===== config.mk =====
export PLATFORM = sky130hd
export DESIGN_NAME = dds_sweep_ctrl
export DESIGN_NICKNAME = d
export VERILOG_FILES = /design/src/rtl/dds_sweep_pkg.sv /design/src/rtl/dds_wait_timer.sv /design/src/rtl/dds_word_shifter.sv /design/src/rtl/dds_frame_seq.sv /design/src/rtl/dds_sweep_ctrl.sv
export SDC_FILE = /design/constraint.sdc
export NUM_CORES = 1
export LEC_CHECK = 0
export ABC_AREA = 1
export BUFFER_PORTS_ARGS = -buffer_cell sky130_fd_sc_hd__buf_2
export CAP_MARGIN = 30
export CORE_MARGIN = 3
export CORE_UTILIZATION = 45
export DETAILED_ROUTE_END_ITERATION = 7
export PLACE_DENSITY_LB_ADDON = 0.3
export SYNTH_ARGS = -nofsm -noshare
export SYNTH_HDL_FRONTEND = slang
export SYNTH_SLANG_ARGS = --single-unit

===== constraint.sdc =====
create_clock -name clk -period 6.75 [get_ports clk]
set_input_delay 0.3375 -clock clk [delete_from_list [all_inputs] [get_ports clk]]
set_output_delay 0.3375 -clock clk [all_outputs]
set_load 0.05 [all_outputs]

===== src/rtl/dds_sweep_pkg.sv =====
package dds_sweep_pkg;

    localparam int WORD_W = 16;
    localparam int HALF_W = 14;
    localparam int TW_W   = 2 * HALF_W;
    localparam int BIT_W  = $clog2(WORD_W);
    localparam int IDX_W  = 3;

    typedef logic [WORD_W-1:0] word_t;
    typedef logic [TW_W-1:0]   tw_t;
    typedef logic [IDX_W-1:0]  idx_t;

    typedef enum logic { FR_RESET = 1'b0, FR_UPDATE = 1'b1 } frame_kind_e;

    typedef struct packed {
        frame_kind_e kind;
        logic        sel;   // target frequency register
        tw_t         tw;
    } frame_req_t;

    typedef struct packed {
        tw_t low;
        tw_t high;
        tw_t step;
    } sweep_lim_t;

    typedef enum logic [1:0] { SW_ISSUE, SW_FRAME, SW_WAIT } sweep_state_e;
    typedef enum logic [1:0] { FQ_IDLE, FQ_GAP, FQ_SHIFT } frame_state_e;

    localparam word_t RESET_WORD = 16'h0100;
    localparam word_t PHASE_WORD = 16'hC000;
    localparam word_t CTL_REG0   = 16'h2000;
    localparam word_t CTL_REG1   = 16'h2800;

    function automatic idx_t last_idx(frame_kind_e k);
        return (k == FR_RESET) ? idx_t'(0) : idx_t'(4);
    endfunction

    // Word at position i of the frame described by r.
    function automatic word_t frame_word(frame_req_t r, idx_t i);
        logic [1:0] tag;
        word_t      ctl;
        word_t      w;
        tag = r.sel ? 2'b10 : 2'b01;
        ctl = r.sel ? CTL_REG1 : CTL_REG0;
        if (r.kind == FR_RESET) begin
            w = RESET_WORD;
        end else begin
            case (i)
                3'd0, 3'd4: w = ctl;
                3'd1:       w = {tag, r.tw[HALF_W-1:0]};
                3'd2:       w = {tag, r.tw[TW_W-1:HALF_W]};
                default:    w = PHASE_WORD;
            endcase
        end
        return w;
    endfunction

endpackage


===== src/rtl/dds_wait_timer.sv =====
module dds_wait_timer #(
    parameter int W = 16
) (
    input  logic         clk,
    input  logic         rst,
    input  logic         start,
    input  logic [W-1:0] len,
    output logic         expired
);
    logic [W-1:0] cnt;
    logic         run;

    // A restart in the same cycle wins over expiry.
    assign expired = run && (cnt == '0) && !start;

    always_ff @(posedge clk) begin
        if (rst) begin
            cnt <= '0;
            run <= 1'b0;
        end else if (start) begin
            cnt <= len;
            run <= 1'b1;
        end else if (run) begin
            if (cnt == '0) run <= 1'b0;
            else           cnt <= cnt - 1'b1;
        end
    end
endmodule


===== src/rtl/dds_word_shifter.sv =====
module dds_word_shifter
    import dds_sweep_pkg::*;
#(
    parameter int CLK_HALF = 4
) (
    input  logic  clk,
    input  logic  rst,
    input  logic  start,
    input  word_t word,
    output logic  sclk,
    output logic  sdo,
    output logic  done
);
    localparam int              DIV_W    = $clog2(CLK_HALF) + 1;
    localparam logic [DIV_W-1:0] DIV_LAST = DIV_W'(CLK_HALF - 1);

    word_t            sh;
    logic [BIT_W-1:0] bits_left;
    logic [DIV_W-1:0] div;
    logic             active;

    assign sdo = active & sh[WORD_W-1];

    always_ff @(posedge clk) begin
        if (rst) begin
            sh        <= '0;
            bits_left <= '0;
            div       <= '0;
            active    <= 1'b0;
            sclk      <= 1'b1;
            done      <= 1'b0;
        end else begin
            done <= 1'b0;
            if (start && !active) begin
                sh        <= word;
                bits_left <= BIT_W'(WORD_W - 1);
                div       <= DIV_LAST;
                active    <= 1'b1;
                sclk      <= 1'b1;
            end else if (active) begin
                if (div != '0) begin
                    div <= div - 1'b1;
                end else begin
                    div <= DIV_LAST;
                    if (sclk) begin
                        sclk <= 1'b0;          // receiver samples here
                    end else begin
                        sclk <= 1'b1;          // next bit goes out with the rise
                        if (bits_left == '0) begin
                            active <= 1'b0;
                            done   <= 1'b1;
                        end else begin
                            sh        <= {sh[WORD_W-2:0], 1'b0};
                            bits_left <= bits_left - 1'b1;
                        end
                    end
                end
            end
        end
    end
endmodule


===== src/rtl/dds_frame_seq.sv =====
module dds_frame_seq
    import dds_sweep_pkg::*;
#(
    parameter int CLK_HALF = 4,
    parameter int WG_W     = 12
) (
    input  logic            clk,
    input  logic            rst,
    input  logic            start,
    input  frame_req_t      req,
    input  logic [WG_W-1:0] word_gap,
    output logic            sclk,
    output logic            sdo,
    output logic            frame_n,
    output logic            busy,
    output logic            frame_done
);
    frame_state_e st;
    frame_req_t   req_q;
    idx_t         idx;
    logic         tmr_start, tmr_exp, sh_start, sh_done, last;
    word_t        sh_word;

    assign last      = (idx == last_idx(req_q.kind));
    assign tmr_start = (st == FQ_IDLE && start) || (st == FQ_SHIFT && sh_done && !last);
    assign sh_start  = (st == FQ_GAP) && tmr_exp;
    assign sh_word   = frame_word(req_q, idx);

    dds_wait_timer #(.W(WG_W)) u_gap (
        .clk(clk), .rst(rst), .start(tmr_start), .len(word_gap), .expired(tmr_exp)
    );

    dds_word_shifter #(.CLK_HALF(CLK_HALF)) u_shift (
        .clk(clk), .rst(rst), .start(sh_start), .word(sh_word),
        .sclk(sclk), .sdo(sdo), .done(sh_done)
    );

    always_ff @(posedge clk) begin
        if (rst) begin
            st         <= FQ_IDLE;
            req_q      <= '0;
            idx        <= '0;
            frame_n    <= 1'b1;
            busy       <= 1'b0;
            frame_done <= 1'b0;
        end else begin
            frame_done <= 1'b0;
            case (st)
                FQ_IDLE: if (start) begin
                    req_q   <= req;
                    idx     <= '0;
                    frame_n <= 1'b0;
                    busy    <= 1'b1;
                    st      <= FQ_GAP;
                end
                FQ_GAP: if (tmr_exp) st <= FQ_SHIFT;
                FQ_SHIFT: if (sh_done) begin
                    if (last) begin
                        frame_n    <= 1'b1;
                        busy       <= 1'b0;
                        frame_done <= 1'b1;
                        st         <= FQ_IDLE;
                    end else begin
                        idx <= idx + 1'b1;
                        st  <= FQ_GAP;
                    end
                end
                default: st <= FQ_IDLE;
            endcase
        end
    end
endmodule


===== src/rtl/dds_sweep_ctrl.sv =====
module dds_sweep_ctrl
    import dds_sweep_pkg::*;
#(
    parameter int          CLK_HALF  = 4,
    parameter int          GAP_W     = 24,
    parameter int          WG_W      = 12,
    parameter logic [27:0] DEF_LOW   = 28'h00029F1,
    parameter logic [27:0] DEF_HIGH  = 28'h000D167,
    parameter logic [27:0] DEF_STEP  = 28'd40,
    parameter int          DEF_SHORT = 1000,
    parameter int          DEF_LONG  = 1000000,
    parameter int          DEF_WGAP  = 1000
) (
    input  logic             clk,
    input  logic             rst,
    input  logic             cfg_load,
    input  logic [27:0]      cfg_low,
    input  logic [27:0]      cfg_high,
    input  logic [27:0]      cfg_step,
    input  logic [GAP_W-1:0] cfg_short_gap,
    input  logic [GAP_W-1:0] cfg_long_gap,
    input  logic [WG_W-1:0]  cfg_word_gap,
    output logic             dds_sclk,
    output logic             dds_sdo,
    output logic             dds_frame_n,
    output logic             busy,
    output logic             frame_done
);
    sweep_state_e     st;
    sweep_lim_t       lim;
    logic [GAP_W-1:0] short_q, long_q, gap_len;
    logic [WG_W-1:0]  wgap_q;
    tw_t              tw, tw_next;
    logic             rst_pend, sel, down;
    logic             load_ok, gap_start, gap_exp;
    frame_req_t       req;

    assign load_ok   = cfg_load && (st == SW_WAIT);
    assign tw_next   = down ? (tw - lim.step) : (tw + lim.step);
    assign req       = '{kind: (rst_pend ? FR_RESET : FR_UPDATE), sel: sel, tw: tw};
    assign gap_start = load_ok || (st == SW_FRAME && frame_done);
    assign gap_len   = load_ok ? cfg_short_gap : ((rst_pend || !sel) ? short_q : long_q);

    dds_frame_seq #(.CLK_HALF(CLK_HALF), .WG_W(WG_W)) u_seq (
        .clk(clk), .rst(rst), .start(st == SW_ISSUE), .req(req), .word_gap(wgap_q),
        .sclk(dds_sclk), .sdo(dds_sdo), .frame_n(dds_frame_n),
        .busy(busy), .frame_done(frame_done)
    );

    dds_wait_timer #(.W(GAP_W)) u_frame_gap (
        .clk(clk), .rst(rst), .start(gap_start), .len(gap_len), .expired(gap_exp)
    );

    always_ff @(posedge clk) begin
        if (rst) begin
            st       <= SW_ISSUE;
            lim      <= '{low: DEF_LOW, high: DEF_HIGH, step: DEF_STEP};
            short_q  <= GAP_W'(DEF_SHORT);
            long_q   <= GAP_W'(DEF_LONG);
            wgap_q   <= WG_W'(DEF_WGAP);
            tw       <= DEF_LOW;
            rst_pend <= 1'b1;
            sel      <= 1'b0;
            down     <= 1'b0;
        end else begin
            case (st)
                SW_ISSUE: st <= SW_FRAME;
                SW_FRAME: if (frame_done) begin
                    st <= SW_WAIT;
                    if (rst_pend) begin
                        rst_pend <= 1'b0;
                    end else begin
                        tw  <= tw_next;
                        sel <= ~sel;
                        if (sel) begin
                            if (!down && tw_next >= lim.high)     down <= 1'b1;
                            else if (down && tw_next <= lim.low)  down <= 1'b0;
                        end
                    end
                end
                SW_WAIT: begin
                    if (load_ok) begin
                        lim     <= '{low: cfg_low, high: cfg_high, step: cfg_step};
                        short_q <= cfg_short_gap;
                        long_q  <= cfg_long_gap;
                        wgap_q  <= cfg_word_gap;
                        tw      <= cfg_low;
                        sel     <= 1'b0;
                        down    <= 1'b0;
                    end else if (gap_exp) begin
                        st <= SW_ISSUE;
                    end
                end
                default: st <= SW_ISSUE;
            endcase
        end
    end
endmodule


After elaboration in Yosys (flattened, before gate mapping)
Index checks and enable logic that the tools add are counted.
{ "totals": {"word_cells": 198, "in_bits": 147, "reg_bits": 279} }
{ "op_classes": {"n_reduce_logical": 51, "n_addsub": 7, "muxes": 77, "magnitude_cmp": 2, "bitwise": 6, "eq_ne": 25} }
{ "op_table": {"columns": ["op", "count"], "rows": [
  ["2-to-1 mux 24 bit", 5],
  ["2-to-1 mux 28 bit", 4],
  ["2-to-1 mux 16 bit", 6],
  ["case mux 28 bit (2 select lines)", 1],
  ["2-to-1 mux 12 bit", 4],
  ["case mux 16 bit (3 select lines)", 1],
  ["2-to-1 mux 1 bit", 30],
  ["adder 28 bit", 1],
  [">= comparator 28 bit", 1],
  ["<= comparator 28 bit", 1],
  ["subtractor 28 bit", 1],
  ["logical NOT 24 bit", 1],
  ["subtractor 24 x 1 -> 24 bit (second input constant)", 1],
  ["2-to-1 mux 4 bit", 5],
  ["inequality test 2 bit (second input constant)", 10],
  ["2-to-1 mux 2 bit", 9],
  ["AND reduction 4 bit", 4],
  ["2-to-1 mux 3 bit", 5],
  ["logical AND 1 bit", 13],
  ["logical NOT 12 bit", 1],
  ["inequality test 2 x 1 -> 1 bit (second input constant)", 6],
  ["case mux 2 bit (3 select lines)", 2],
  ["AND reduction 2 bit", 6],
  ["subtractor 12 x 1 -> 12 bit (second input constant)", 1],
  ["other kinds (26)", 49]
]} }

Logic depth before layout (Yosys ltp)
{ "depth": {"word_depth": 11, "depth_mapped": 37} }

Modules after synthesis
A second synthesis with hierarchy kept.
{ "hier_totals": {"cells_unflattened": 2533, "hier_area_um2": 17021.3} }
{ "modules_own_cells": {"columns": ["module", "cells_per_inst", "area_per_inst_um2", "instances"], "rows": [
  ["dds_sweep_ctrl", 1621, 10894.2, 1],
  ["dds_wait_timer (u_frame_gap)", 297, 1965.6, 1],
  ["dds_frame_seq", 246, 1729.2, 1],
  ["dds_word_shifter", 194, 1467.7, 1],
  ["dds_wait_timer (u_seq.u_gap)", 175, 964.7, 1]
]} }

Least setup slack after synthesis
Ideal clock, no wire load.
{ "synth_path": {"path_type": "register -> register", "startpoint": "register lim[0] (netlist name)", "endpoint": "register down", "arrival_ns": 3.663, "required_ns": 6.686, "path_buffers": 0, "path_stages_with_launch": 30, "slack_ns": 3.023, "setup_time_ns": 0.064, "path_cell_list": "dfxtp_1 -> inv_1 -> ha_1 -> nand2_1 -> nor2_2 -> nand3_1 -> nand2_1 -> o21ai_1 -> a21oi_2 -> nand2_1 -> a21oi_1 -> xor2_1 -> ha_1 -> nand2_1 -> inv_1 -> a21oi_1 -> nand2_1 -> a21oi_1 -> nand2_1 -> nand2_1 -> nand2_1 -> ha_1 -> nand2_1 -> nor2_1 -> inv_1 -> nor4_1 -> nand2_1 -> nand3_1 -> a21oi_1 -> nor2_1"} }
{ "synth_between": {"elab_chain_cells": 9} }
{ "synth_lines": {"columns": ["element", "line", "source"], "rows": [
  ["start: declaration", "dds_sweep_ctrl.sv:30", "sweep_lim_t lim;"],
  ["start signal: assignment", "dds_sweep_ctrl.sv:57", "lim <= '{low: DEF_LOW, high: DEF_HIGH, step: DEF_STEP};"],
  ["start signal: assignment", "dds_sweep_ctrl.sv:83", "lim <= '{low: cfg_low, high: cfg_high, step: cfg_step};"],
  ["adder 28 bit or subtractor 28 bit (tied branches)", "dds_sweep_ctrl.sv:39", "assign tw_next = down ? (tw - lim.step) : (tw + lim.step);"],
  ["2-to-1 mux 28 bit (*)", "dds_sweep_ctrl.sv:39", null],
  [">= comparator 28 bit", "dds_sweep_ctrl.sv:76", "if (!down && tw_next >= lim.high) down <= 1'b1;"],
  ["logical AND 1 bit", "dds_sweep_ctrl.sv:76", null],
  ["2-to-1 mux 1 bit", "dds_sweep_ctrl.sv:76", null],
  ["2-to-1 mux 1 bit", "dds_sweep_ctrl.sv:75", "if (sel) begin"],
  ["2-to-1 mux 1 bit", "dds_sweep_ctrl.sv:70", "if (rst_pend) begin"],
  ["2-to-1 mux 1 bit", "dds_sweep_ctrl.sv:68", "SW_FRAME: if (frame_done) begin"],
  ["case mux 1 bit (2 select lines)", "dds_sweep_ctrl.sv:66", "case (st)"],
  ["end signal: assignment", "dds_sweep_ctrl.sv:64", "down <= 1'b0;"],
  ["end signal: assignment", "dds_sweep_ctrl.sv:76", null],
  ["end signal: assignment", "dds_sweep_ctrl.sv:77", "else if (down && tw_next <= lim.low) down <= 1'b0;"],
  ["end: declaration", "dds_sweep_ctrl.sv:34", "logic rst_pend, sel, down;"]
]} }
Every way passes the cells marked *; elsewhere a longest branch is shown, timed or not. The select of a mux whose other input is x is not followed.
A chain may end at the register's enable or synchronous reset.

Worst setup path after layout
Ends and elaborated chain as after synthesis.

==> reports/summary.txt <==
Post-layout nets: 2760
Slowest cell on crit path: nor3_1
most frequent cells in the layout: nand2_1 (563), inv_1 (309), dfxtp_1 (279), a21oi_1 (228), nor2_1 (211)
total number of vias: 15900
DRC: 0
Power Total: 0.00374 W
max_cap viols: 0
Synth Register Bits: 279
clock latency on the worst-skew pair: 0.58 ns
Setup WS post-layout: 2.09 ns
Starting DRT DRC Count: 1266
diodes inserted: 0
die area: 38200 um^2
clock sink count: 279
Routed Antenna Nets: 0
clock root buffer: clkbuf_16
maximum vdd drop: 0.237 mV
Worst-path clk slew: 0.06 ns
Worst setup SP type: flop
Worst Max-Slew Pin Slew: 0.906 ns
post-synthesis cell area: 16100 um^2
via count of the first global-routing pass: 14600
Worst Skew: 0.00977 ns
DR pass1 iterations: 5
Post-synth ARST share: 0%
port buffer count: 151
RSZ-0062 raised after global routing: false
share of cells above drive strength 1: 10.0%
most used cell along the critical path: nand2_1
WS Path Type: reg -> reg
routed wire length: 47600 um
WP data arrival: 5.13 ns
Ports: 152
Pins Over Slew Limit: 0
Final Hold Viols: 0
Routed WL per cell: 15.9 um
Die Span Y: 195 um
first-pass GRT wire length: 76500 um
leak pwr: 8.86 nW
EDFF count, synth: 0
pin count of the biggest net entering global routing: 136
synthesized instance count: 2386
Finished Core Util: 53.3%
sequential fraction of the synthesis area: 34.6%
Pwr Density: 201 nW/um^2
CTS tree: built
RePlAce Congestion: 0.923
Crit. End Element: flop
CP max FO: 5
die width: 195 um
Relative slew margins: 39.6%
post-DR vias/cell: 5.30
Initial Utilization: 46.2%
worst min path class: in -> reg
Layout area overhead: 15.6%
Max stage delay on crit path: 0.42 ns
number of buffers created by CTS: 31
HPWL Detailed: 34800 um
Post-Syn Nets: 2628
hold_ws: 0.0206 ns
unique cell type count in the Yosys netlist: 47
mean post-synth cell area: 6.76 um^2
outcome: completed
core box area: 35000 um^2
CP required: 7.21 ns
clk buf depth: 3
initial antenna violation count: 0
most common cell after layout, fill and taps aside: nand2_1
CTS H-Tree Depth: 1
# resized after CTS: 0
Synth warnings: 0
Setup-failing EPs final: 0
period utilization: 69.1%
total grt overflow: 0
Core Rows: 68
global-route usage over all layers: 24.1%
crit path time final: 4.66 ns
pre-CTS setup slack: 2.20 ns
Setup TNS Final: 0 ns
top_reg_cell synth: dfxtp_1
fmax: 214 MHz
[Yosys cell counts (all sizes together) (4+ instances only)]
cell / n / area [um^2]
nand2: 571 / 2180
inv: 314 / 1180
dfxtp: 279 / 5590
a21oi: 229 / 1150
nor2: 227 / 915
o21ai: 186 / 931
nand3: 123 / 631
ha: 94 / 1180
clkbuf: 67 / 253
o211ai: 63 / 473
xor2: 44 / 385
buf: 43 / 245
nand4: 31 / 206
nor3: 18 / 101
a31oi: 15 / 93.8
o2111ai: 13 / 114
o22ai: 13 / 81.3
o21bai: 11 / 82.6
a221oi: 10 / 87.6
xnor2: 8 / 70.1
nor4: 6 / 37.5
or2: 6 / 37.5
a211oi: 4 / 35.0
[through the flow]
stage / cells / area (um^2)
detailed placement: 2892 / 17100
global placement: 2891 / 17100
global route: 2995 / 18700
CTS: 2993 / 18600
finish: 2995 / 18700
floorplan: 2386 / 16100
[cells by family (layout without fill, tap and decap cells)]
logic type                 Yosys count  in the layout  synth area share, %
AOI/OAI and AO/OA                  552            552                 19.3
adders and majority gates           95             95                 7.41
buffers and inverters              425            579                 10.4
xor gates and xnor gates            52             52                 2.82
DFF                                279            279                 34.6
and+or+nand+nor                    983            983                 25.5
[worst paths after layout]
| check | from | endpoint | slack, ns | cells after the start |
|---|---|---|---|---|
| min reg2reg | long_q[0] | long_q[0] | 0.45 | 2 |
| max | lim[0] | down | 2.09 | 28 |
| min | cfg_step[5] | lim[5] | 0.02 | 3 |
| max reg2reg | lim[0] | down | 2.09 | 28 |
[where the power goes]
part           total, W  switching, W  internal, W
combinational  0.000272      0.000167     0.000106
clock           0.00177      0.000707      0.00107
sequential      0.00170     0.0000214      0.00168
total           0.00374      0.000895      0.00285
[flip-flops by register name, indices dropped and copies added (netlist names), 2 cells and up]
| register | cells |
|---|---|
| u_seq.u_shift.sh | 16 |
| u_seq.u_shift.bits_left | 4 |
| u_seq.u_gap.cnt | 12 |
| u_seq.st | 2 |
| u_seq.idx | 3 |
| st | 2 |
| u_seq.req_q | 30 |
| wgap_q | 12 |
| lim | 84 |
| u_frame_gap.cnt | 24 |
| long_q | 24 |
| u_seq.u_shift.div | 3 |
| tw | 28 |
| short_q | 24 |
[repair_timing]
item	4_1_cts	5_1_grt
buffers inserted	0	0
hold buffers	46	0
setup endpoints to repair	0	0
endpoints found under the hold margin	46	0
[critical path, delay by kind of cell (launching register included)]
kind	cells	cell delay (ns)
AO/OA/AOI/OAI	7	0.99
AND/OR/NAND/NOR	16	2.07
buffers and inverters	1	0.14
XOR/XNOR	1	0.10
adder cells (fa/ha/maj)	3	0.92
flip-flops	1	0.32
[routing by layer]
layer | up-vias | GRT usage (%) | share of wire (%)
met5 | - | 0 | 0
met4 | 0 | 5.23 | 2.2
met3 | 65 | 2.47 | 5.1
met2 | 405 | 37.2 | 43
met1 | 7297 | 36.3 | 50
li1 | 8096 | - | -
[layout make-up]
cell class | instances | area, um^2
fill | 3455 | 16300
multi-input combinational | 1682 | 8880
sequential | 279 | 5590
timing repair buffer | 209 | 1350
inverter | 315 | 1190
clock buffer | 46 | 932
tap | 455 | 569
clock inverter | 9 | 141
Power figures use the tool's default switching activity.
